==> config.mk <==
export PLATFORM = sky130hd
export DESIGN_NAME = fault_mul_unit
export DESIGN_NICKNAME = d
export VERILOG_FILES = /design/src/rtl/fmu_pkg.sv /design/src/rtl/fmu_decode.sv /design/src/rtl/fmu_fault_gate.sv /design/src/rtl/fmu_mul_core.sv /design/src/rtl/fault_mul_unit.sv
export SDC_FILE = /design/constraint.sdc
export NUM_CORES = 1
export LEC_CHECK = 0
export ABC_AREA = 1
export BUFFER_PORTS_ARGS = -buffer_cell sky130_fd_sc_hd__buf_2
export CAP_MARGIN = 0
export CORE_MARGIN = 10
export CORE_UTILIZATION = 45
export DETAILED_ROUTE_END_ITERATION = 12
export PLACE_DENSITY = 0.66
export SLEW_MARGIN = 20
export SYNTH_ARGS = -nofsm -noshare
export SYNTH_HDL_FRONTEND = slang
export SYNTH_SLANG_ARGS = --single-unit
==> constraint.sdc <==
create_clock -name clk -period 0.8 [get_ports clk]
set_input_delay 0.12 -clock clk [delete_from_list [all_inputs] [get_ports clk]]
set_output_delay 0.12 -clock clk [all_outputs]
set_load 0.01 [all_outputs]
==> src/rtl/fmu_pkg.sv <==
package fmu_pkg;
  localparam int unsigned INSTR_W  = 32;
  localparam int unsigned REG_AW   = 4;
  localparam int unsigned DST_LSB  = 16;
  localparam int unsigned SRCA_LSB = 8;
  localparam int unsigned SRCB_LSB = 0;

  typedef struct packed {
    logic [REG_AW-1:0] dst;
    logic [REG_AW-1:0] src_a;
    logic [REG_AW-1:0] src_b;
  } mul_fields_t;
endpackage

==> src/rtl/fmu_decode.sv <==
module fmu_decode
  import fmu_pkg::*;
(
  input  logic [INSTR_W-1:0] instr,
  output mul_fields_t        fields
);
  always_comb begin
    fields.dst   = instr[DST_LSB  +: REG_AW];
    fields.src_a = instr[SRCA_LSB +: REG_AW];
    fields.src_b = instr[SRCB_LSB +: REG_AW];
  end
endmodule

==> src/rtl/fmu_fault_gate.sv <==
module fmu_fault_gate #(
  parameter int unsigned EN_W = 32
) (
  input  logic            susceptible,
  input  logic            priv,
  input  logic [EN_W-1:0] fault_en,
  input  logic            user_cond,
  output logic            take_fault
);
  logic enabled;

  always_comb begin
    enabled    = |fault_en;
    take_fault = susceptible & ~priv & enabled & user_cond;
  end
endmodule

==> src/rtl/fmu_mul_core.sv <==
module fmu_mul_core #(
  parameter int unsigned W         = 32,
  parameter int unsigned STUCK_BIT = 0,
  parameter bit          STUCK_ONE = 1'b1
) (
  input  logic [W-1:0] op_a,
  input  logic [W-1:0] op_b,
  input  logic         fault,
  output logic [W-1:0] result
);
  logic [W-1:0] product;

  always_comb product = op_a * op_b;

  for (genvar i = 0; i < W; i++) begin : g_bit
    if (i == STUCK_BIT) begin : g_stuck
      if (STUCK_ONE) begin : g_one
        assign result[i] = product[i] | fault;
      end else begin : g_zero
        assign result[i] = product[i] & ~fault;
      end
    end else begin : g_pass
      assign result[i] = product[i];
    end
  end
endmodule

==> src/rtl/fault_mul_unit.sv <==
module fault_mul_unit
  import fmu_pkg::*;
#(
  parameter int unsigned DATA_W      = 32,
  parameter int unsigned EN_W        = 32,
  parameter int unsigned COST_W      = 4,
  parameter int unsigned NORMAL_COST = 3,
  parameter int unsigned FAULT_COST  = 1
) (
  input  logic                clk,
  input  logic                rst_n,
  input  logic                issue_i,
  input  logic [INSTR_W-1:0]  instr_i,
  input  logic                priv_i,
  input  logic [EN_W-1:0]     fault_en_i,
  input  logic                susceptible_i,
  input  logic                user_cond_i,
  output logic [REG_AW-1:0]   src_a_addr_o,
  output logic [REG_AW-1:0]   src_b_addr_o,
  input  logic [DATA_W-1:0]   src_a_data_i,
  input  logic [DATA_W-1:0]   src_b_data_i,
  output logic                wr_en_o,
  output logic [REG_AW-1:0]   wr_addr_o,
  output logic [DATA_W-1:0]   wr_data_o,
  output logic                replace_o,
  output logic [COST_W-1:0]   cost_o
);
  localparam logic [COST_W-1:0] COST_OK  = COST_W'(NORMAL_COST);
  localparam logic [COST_W-1:0] COST_BAD = COST_W'(FAULT_COST);

  mul_fields_t       fields;
  logic              take_fault;
  logic [DATA_W-1:0] result;

  fmu_decode u_dec (
    .instr  (instr_i),
    .fields (fields)
  );

  fmu_fault_gate #(.EN_W(EN_W)) u_gate (
    .susceptible (susceptible_i),
    .priv        (priv_i),
    .fault_en    (fault_en_i),
    .user_cond   (user_cond_i),
    .take_fault  (take_fault)
  );

  fmu_mul_core #(.W(DATA_W), .STUCK_BIT(0), .STUCK_ONE(1'b1)) u_mul (
    .op_a   (src_a_data_i),
    .op_b   (src_b_data_i),
    .fault  (take_fault),
    .result (result)
  );

  assign src_a_addr_o = fields.src_a;
  assign src_b_addr_o = fields.src_b;

  // next-state
  logic              wr_en_d, replace_d, data_ce;
  logic [REG_AW-1:0] wr_addr_d;
  logic [DATA_W-1:0] wr_data_d;
  logic [COST_W-1:0] cost_d;

  always_comb begin
    data_ce   = issue_i;
    wr_en_d   = issue_i;
    replace_d = issue_i & take_fault;
    wr_addr_d = fields.dst;
    wr_data_d = result;
    cost_d    = take_fault ? COST_BAD : COST_OK;
  end

  // control registers
  always_ff @(posedge clk or negedge rst_n) begin
    if (!rst_n) begin
      wr_en_o   <= 1'b0;
      replace_o <= 1'b0;
    end else begin
      wr_en_o   <= wr_en_d;
      replace_o <= replace_d;
    end
  end

  // data registers with clock enable
  always_ff @(posedge clk or negedge rst_n) begin
    if (!rst_n) begin
      wr_addr_o <= '0;
      wr_data_o <= '0;
      cost_o    <= '0;
    end else if (data_ce) begin
      wr_addr_o <= wr_addr_d;
      wr_data_o <= wr_data_d;
      cost_o    <= cost_d;
    end
  end
endmodule

; Word level (Yosys, flattened, before mapping)
; Cells that the tools add are included.
[totals]
regBits = 42
in_bits = 134
out_inout_bits = 50
word_cells = 14
[classes]
bitwise = 6
n_reduce_logical = 1
muxes = 1
n_mul = 1
[ops]
columns = op, n
row1 = multiplier 32 x 32 -> 32 bit, 1
row2 = OR reduction 32 bit, 1
row3 = AND 1 bit, 4
row4 = two-way mux 2 bit, 1
row5 = NOT 1 bit, 1
row6 = bitwise OR 1 bit, 1

; Logic depth before layout (Yosys ltp)
[logic_depth]
ltp_word = 5
depth_mapped = 31
ltp_nobuf = 29

; Cells and area by module
; A second synthesis with hierarchy kept.
[unflattened]
hier_cells = 2499
hier_area_um2 = 18572.8
[by_module_without_submodules]
columns = module, seq_area_each_um2, n_inst, area_each_um2, cells_each
row1 = fmu_mul_core, 0.0, 1, 16853.7, 2288
row2 = fault_mul_unit, 1001.0, 1, 1501.4, 166
row3 = fmu_fault_gate, 0.0, 1, 127.6, 33
row4 = fmu_decode, 0.0, 1, 90.1, 12

; Worst setup path before layout
; Ideal clock, no wire load.
[synth_timing]
path_kind = input-to-reg
start = input port src_b_data_i[3]
end = register wr_data_o[28]
arrival_ns = 6.078
n_path_buf = 2
stages = 26
required_time_ns = 0.665
setup_slack_ns = -5.413
cell_sequence = clkbuf_1 -> buf_1 -> nand2_1 -> inv_1 -> fa_1 -> inv_1 -> fa_1 -> fa_1 -> fa_1 -> inv_1 -> fa_1 -> inv_1 -> fa_1 -> inv_1 -> fa_1 -> fa_1 -> ha_1 -> nand2_1 -> nor2_1 -> and3_1 -> nand4_1 -> nand3_1 -> a21o_1 -> a21oi_1 -> xor2_1 -> o21ai_0
[synth_via]
elab_chain_cells = 1
[synth_lines]
columns = element, line
row1 = from (decl), fault_mul_unit.sv:21  ; input logic [DATA_W-1:0] src_b_data_i,
row2 = multiplier 32 x 32 -> 32 bit, fmu_mul_core.sv:13  ; always_comb product = op_a * op_b;
row3 = to (signal assigned), fault_mul_unit.sv:92  ; wr_data_o <= wr_data_d;
row4 = to (decl), fault_mul_unit.sv:24  ; output logic [DATA_W-1:0] wr_data_o,
; No other way between the ends.
; A chain may end at the register's enable or synchronous reset.

; Final worst setup path
[layout_timing]
start = input port src_a_data_i[14]
end = register wr_data_o[28]
[layout_via]
elab_chain_cells = 1
[layout_lines]
columns = element, line
row1 = from (decl), fault_mul_unit.sv:20  ; input logic [DATA_W-1:0] src_a_data_i,
row2 = multiplier 32 x 32 -> 32 bit, fmu_mul_core.sv:13
; No other way between the ends.

==> run_results.csv <==
group,metric,value,unit
die,floorplan.die_area,49450,sq um
drt,drt-vias-per-instance,4.857,
sta,rsz0062_at_grt,"yes",
final_layout,diodes,0,
clocking,cts.clk_slew.worst_paths,0.06,ns
global_routing,first_pass_grt_wire_length,91910,um
clocking,cts_tree,"done",
sta,report.final.hold_viol_count,0,
placement,post_dp_cell_area,21650,sq um
placement,port_buffers,145,
clocking,numCtsBuffers,5,
setup_path,regToRegEndpoint,"wr_data_o[13]$_DFFE_PN0P_",
setup_path,crit_required,0.96,ns
global_routing,first_global_vias,17810,
drt,routed_wl,56800,um
die,die_w,222.4,um
clocking,clk-insertion-delay-late,0.29,ns
drt,met3_length,2734,um
drt,drc,0,
final_layout,fin_cells,3345,
clocking,cts_buffer_depth,2,
drt,maxUsedRoutingLayer,"met5",
drt,detail_route.wl_per_cell,16.98,um
drt,met1_length,22710,um
die,row_count,74,
setup_path,worstRegToRegCells,4,
die,floorplan.initialDensity,45.35,%
final_layout,final_layout_size_suffix_gt1_share,26.24,%
drt,drt_pass1_iterations,5,
final_layout,final_util,59.77,%
hold_path,min_delay_worst_endpoint,"wr_addr_o[3]$_DFFE_PN0P_",
synth,synth_cell_types,35,
placement,dp_hpwl,46760,um
global_routing,gr-total-overflow,0,
setup_path,crit_arrival,6.02,ns
hold_path,class_of_the_most_critical_hold_timing_path,"primary input to flip-flop",
setup_path,critical_path_source_type,"primary input",
status,violations,"setup timing",
synth,synthesis.area_per_instance,7.432,sq um
setup_path,critPathSlowestCell,"sky130_fd_sc_hd__fa_1",
clocking,cts.sinks,40,
clocking,htreeDepth,2,
global_routing,initial_antenna_violation_count,1,
setup_path,worstReg2RegStart,"wr_data_o[13]$_DFFE_PN0P_",
setup_path,crit_fanout,9,
synth,synthCells,2480,
sta,minimum_setup_slack_in_the_final_design,-5.063,ns
sta,timing.final.crit_share,732.9,%
placement,globalplace.congestion,0.9327,
setup_path,timing.critical_path.mode_cell,"sky130_fd_sc_hd__fa_1",
synth,yosysSeqAreaShare,5.431,%
hold_path,timing.hold.worst.start,"instr_i[19]",
placement,dp.cells,3275,
global_routing,grt_util_all_layers,22.83,%
setup_path,max_stage_delay,0.56,ns
drt,ant_nets,0,
drt,iteration_0_drc_markers,937,
final_layout,final_area,24300,sq um
sta,finalCriticalPeriod,5.863,ns
drt,met2_wire_len,29920,um
synth,synth_seq_cells,40,
final_layout,synthToLayoutAreaGrowth,31.82,%
synth,netlist_area,18430,sq um
run,cap_violations,0,
drt,vias,16250,
setup_path,critical_path.n_buffers_inverters,6,
die,floorplan.io_pins,184,
final_layout,final_net_count,3478,
sta,timing.fmax,170.5,MHz
synth,synth_warnings,0,
setup_path,rrSetupSlack,-0.06,ns
setup_path,critical_path_class,"primary input to flip-flop",
clocking,cts.root.buffer_cell,"sky130_fd_sc_hd__clkbuf_16",
status,outcome,"finished with violations",
hold_path,hold_path_depth,3,
die,die-height,222.4,um
global_routing,grt_max_degree,41,
sta,finalMaxSlewViolations,0,
setup_path,cpLargestDelayFamily,"adder cells",
sta,clock_skew,0,ns
sta,setup_violations,75,
setup_path,worst_setup_path_end_kind,"flip-flop",
die,core_region_area,40650,sq um
==> cell families (layout without fill, tap and decap cells) <==
group	count (synthesis)	after routing	share of synthesized area (%)
flip-flops	40	40	5.431
other	1	2	0.02035
AND/OR/NAND/NOR	883	883	18.95
adder cells (fa/ha/maj)	531	531	52.66
XOR/XNOR	27	27	1.283
AO/OA/AOI/OAI	89	89	2.668
buffers and inverters	909	1241	18.99
==> cell usage in the layout, fill, tap and decap left out, types with 5 or more instances in the layout <==
cell                        instances
sky130_fd_sc_hd__inv_1            735
sky130_fd_sc_hd__nand2_1          708
sky130_fd_sc_hd__fa_1             382
sky130_fd_sc_hd__buf_4            234
sky130_fd_sc_hd__buf_2             90
sky130_fd_sc_hd__buf_6             71
sky130_fd_sc_hd__ha_1              70
sky130_fd_sc_hd__ha_4              53
sky130_fd_sc_hd__inv_2             50
sky130_fd_sc_hd__dfrtp_1           40
sky130_fd_sc_hd__nand3_1           37
sky130_fd_sc_hd__nand2_2           35
sky130_fd_sc_hd__buf_12            29
sky130_fd_sc_hd__fa_2              26
sky130_fd_sc_hd__a21oi_2           22
sky130_fd_sc_hd__nor2_1            20
sky130_fd_sc_hd__buf_8             17
sky130_fd_sc_hd__nand2_4           16
sky130_fd_sc_hd__o21ai_1           15
sky130_fd_sc_hd__a21oi_4           11
sky130_fd_sc_hd__nand3_2           11
sky130_fd_sc_hd__xnor2_1           10
sky130_fd_sc_hd__o21ai_0            9
sky130_fd_sc_hd__or2_4              9
sky130_fd_sc_hd__xor2_1             9
sky130_fd_sc_hd__a21o_1             8
sky130_fd_sc_hd__nand4_1            7
sky130_fd_sc_hd__nor2_4             7
sky130_fd_sc_hd__clkbuf_16          7
sky130_fd_sc_hd__o21ai_2            6
sky130_fd_sc_hd__nor4_2             5
sky130_fd_sc_hd__nor2_2             5
sky130_fd_sc_hd__nand3b_1           5
==> sequential cells by signal, summed over array words and instances, names as in the netlist <==
register   count
cost_o         2
replace_o      1
wr_addr_o      4
wr_data_o     32
wr_en_o        1
==> timing repair <==
action | 4_1_cts | 5_1_grt
setup buffers | 36 | 23
setup endpoints to repair | 74 | 74
pin swaps | 119 | 112
gates resized for setup | 326 | 139
hold endpoints to repair | 40 | 0
hold buffers | 1 | 0
cloned | 3 | 2
==> worst max-delay path by stage <==
stage	start	endpoint	slack (ns)	depth (start not counted)
floorplan	src_a_data_i[16]	wr_data_o[28]$_DFFE_PN0P_	-5.08	26
global placement	src_a_data_i[10]	wr_data_o[29]$_DFFE_PN0P_	-5.55	25
detailed placement	src_a_data_i[10]	wr_data_o[28]$_DFFE_PN0P_	-5.62	25
CTS	src_a_data_i[15]	wr_data_o[29]$_DFFE_PN0P_	-5.07	23
global route	src_a_data_i[14]	wr_data_o[28]$_DFFE_PN0P_	-5.25	25
finish	src_a_data_i[14]	wr_data_o[28]$_DFFE_PN0P_	-5.06	25
==> cell usage after synthesis, drive strengths merged <==
cell type  instances  area, sq um
nand3b             5        37.54
buf               44        250.2
ha               123         1539
conb               1        3.750
a21o               8        60.06
xor2              12        105.1
inv              785         2947
nand3             50        250.2
nand4              7        43.79
nand2            761         2869
nor2              32        120.1
a21oi             37        188.9
o21ai             32        160.1
nand2b             1        6.260
o31ai              3        22.52
a31oi              7        43.79
and3               3        18.77
a21boi             1        7.510
clkinv             1        3.750
clkbuf            79        299.0
xnor2             15        131.4
fa               408         8168
o2111ai            1        8.760
nor4               8        50.05
dfrtp             40         1001
nor3               3        15.01
or2               13        81.33
==> stage by stage <==
step	hold WS (ns)	setup TNS (ns)	setup WS [ns]
2_1_floorplan	-0.1756	-124.54	-5.081
3_3_place_gp	0.09931	-143.02	-5.552
3_5_place_dp	0.1038	-144.37	-5.622
4_1_cts	0.03098	-130.86	-5.066
5_1_grt	0.06515	-137.00	-5.251
6_report	0.03237	-131.26	-5.063
==> metal layers <==
layer  vias up  GRT usage (%)
li1       7529              -
met1      8215          28.11
met2       427          41.96
met3        72          1.996
met4         2          5.732
met5         -              0
==> layout make-up <==
cell class                      instances  area [sq um]
Clock buffer                            6         128.9
Clock inverter                          1         5.005
Fill cell                            3484         16350
Inverter                              786          2950
Multi-Input combinational cell       1532         15530
Sequential cell                        40          1001
Tap cell                              532         665.6
Timing Repair Buffer                  448          4018
==> worst register-to-register path, stage by stage (launching register included) <==
cell                      delay, ns
sky130_fd_sc_hd__dfrtp_1       0.37
sky130_fd_sc_hd__buf_4         0.13
sky130_fd_sc_hd__buf_4         0.12
sky130_fd_sc_hd__nand2_1       0.05
sky130_fd_sc_hd__o21ai_1       0.06
Power is not shown: default switching activity piles up to over one toggle a cycle in this logic, so the estimate is an artifact.
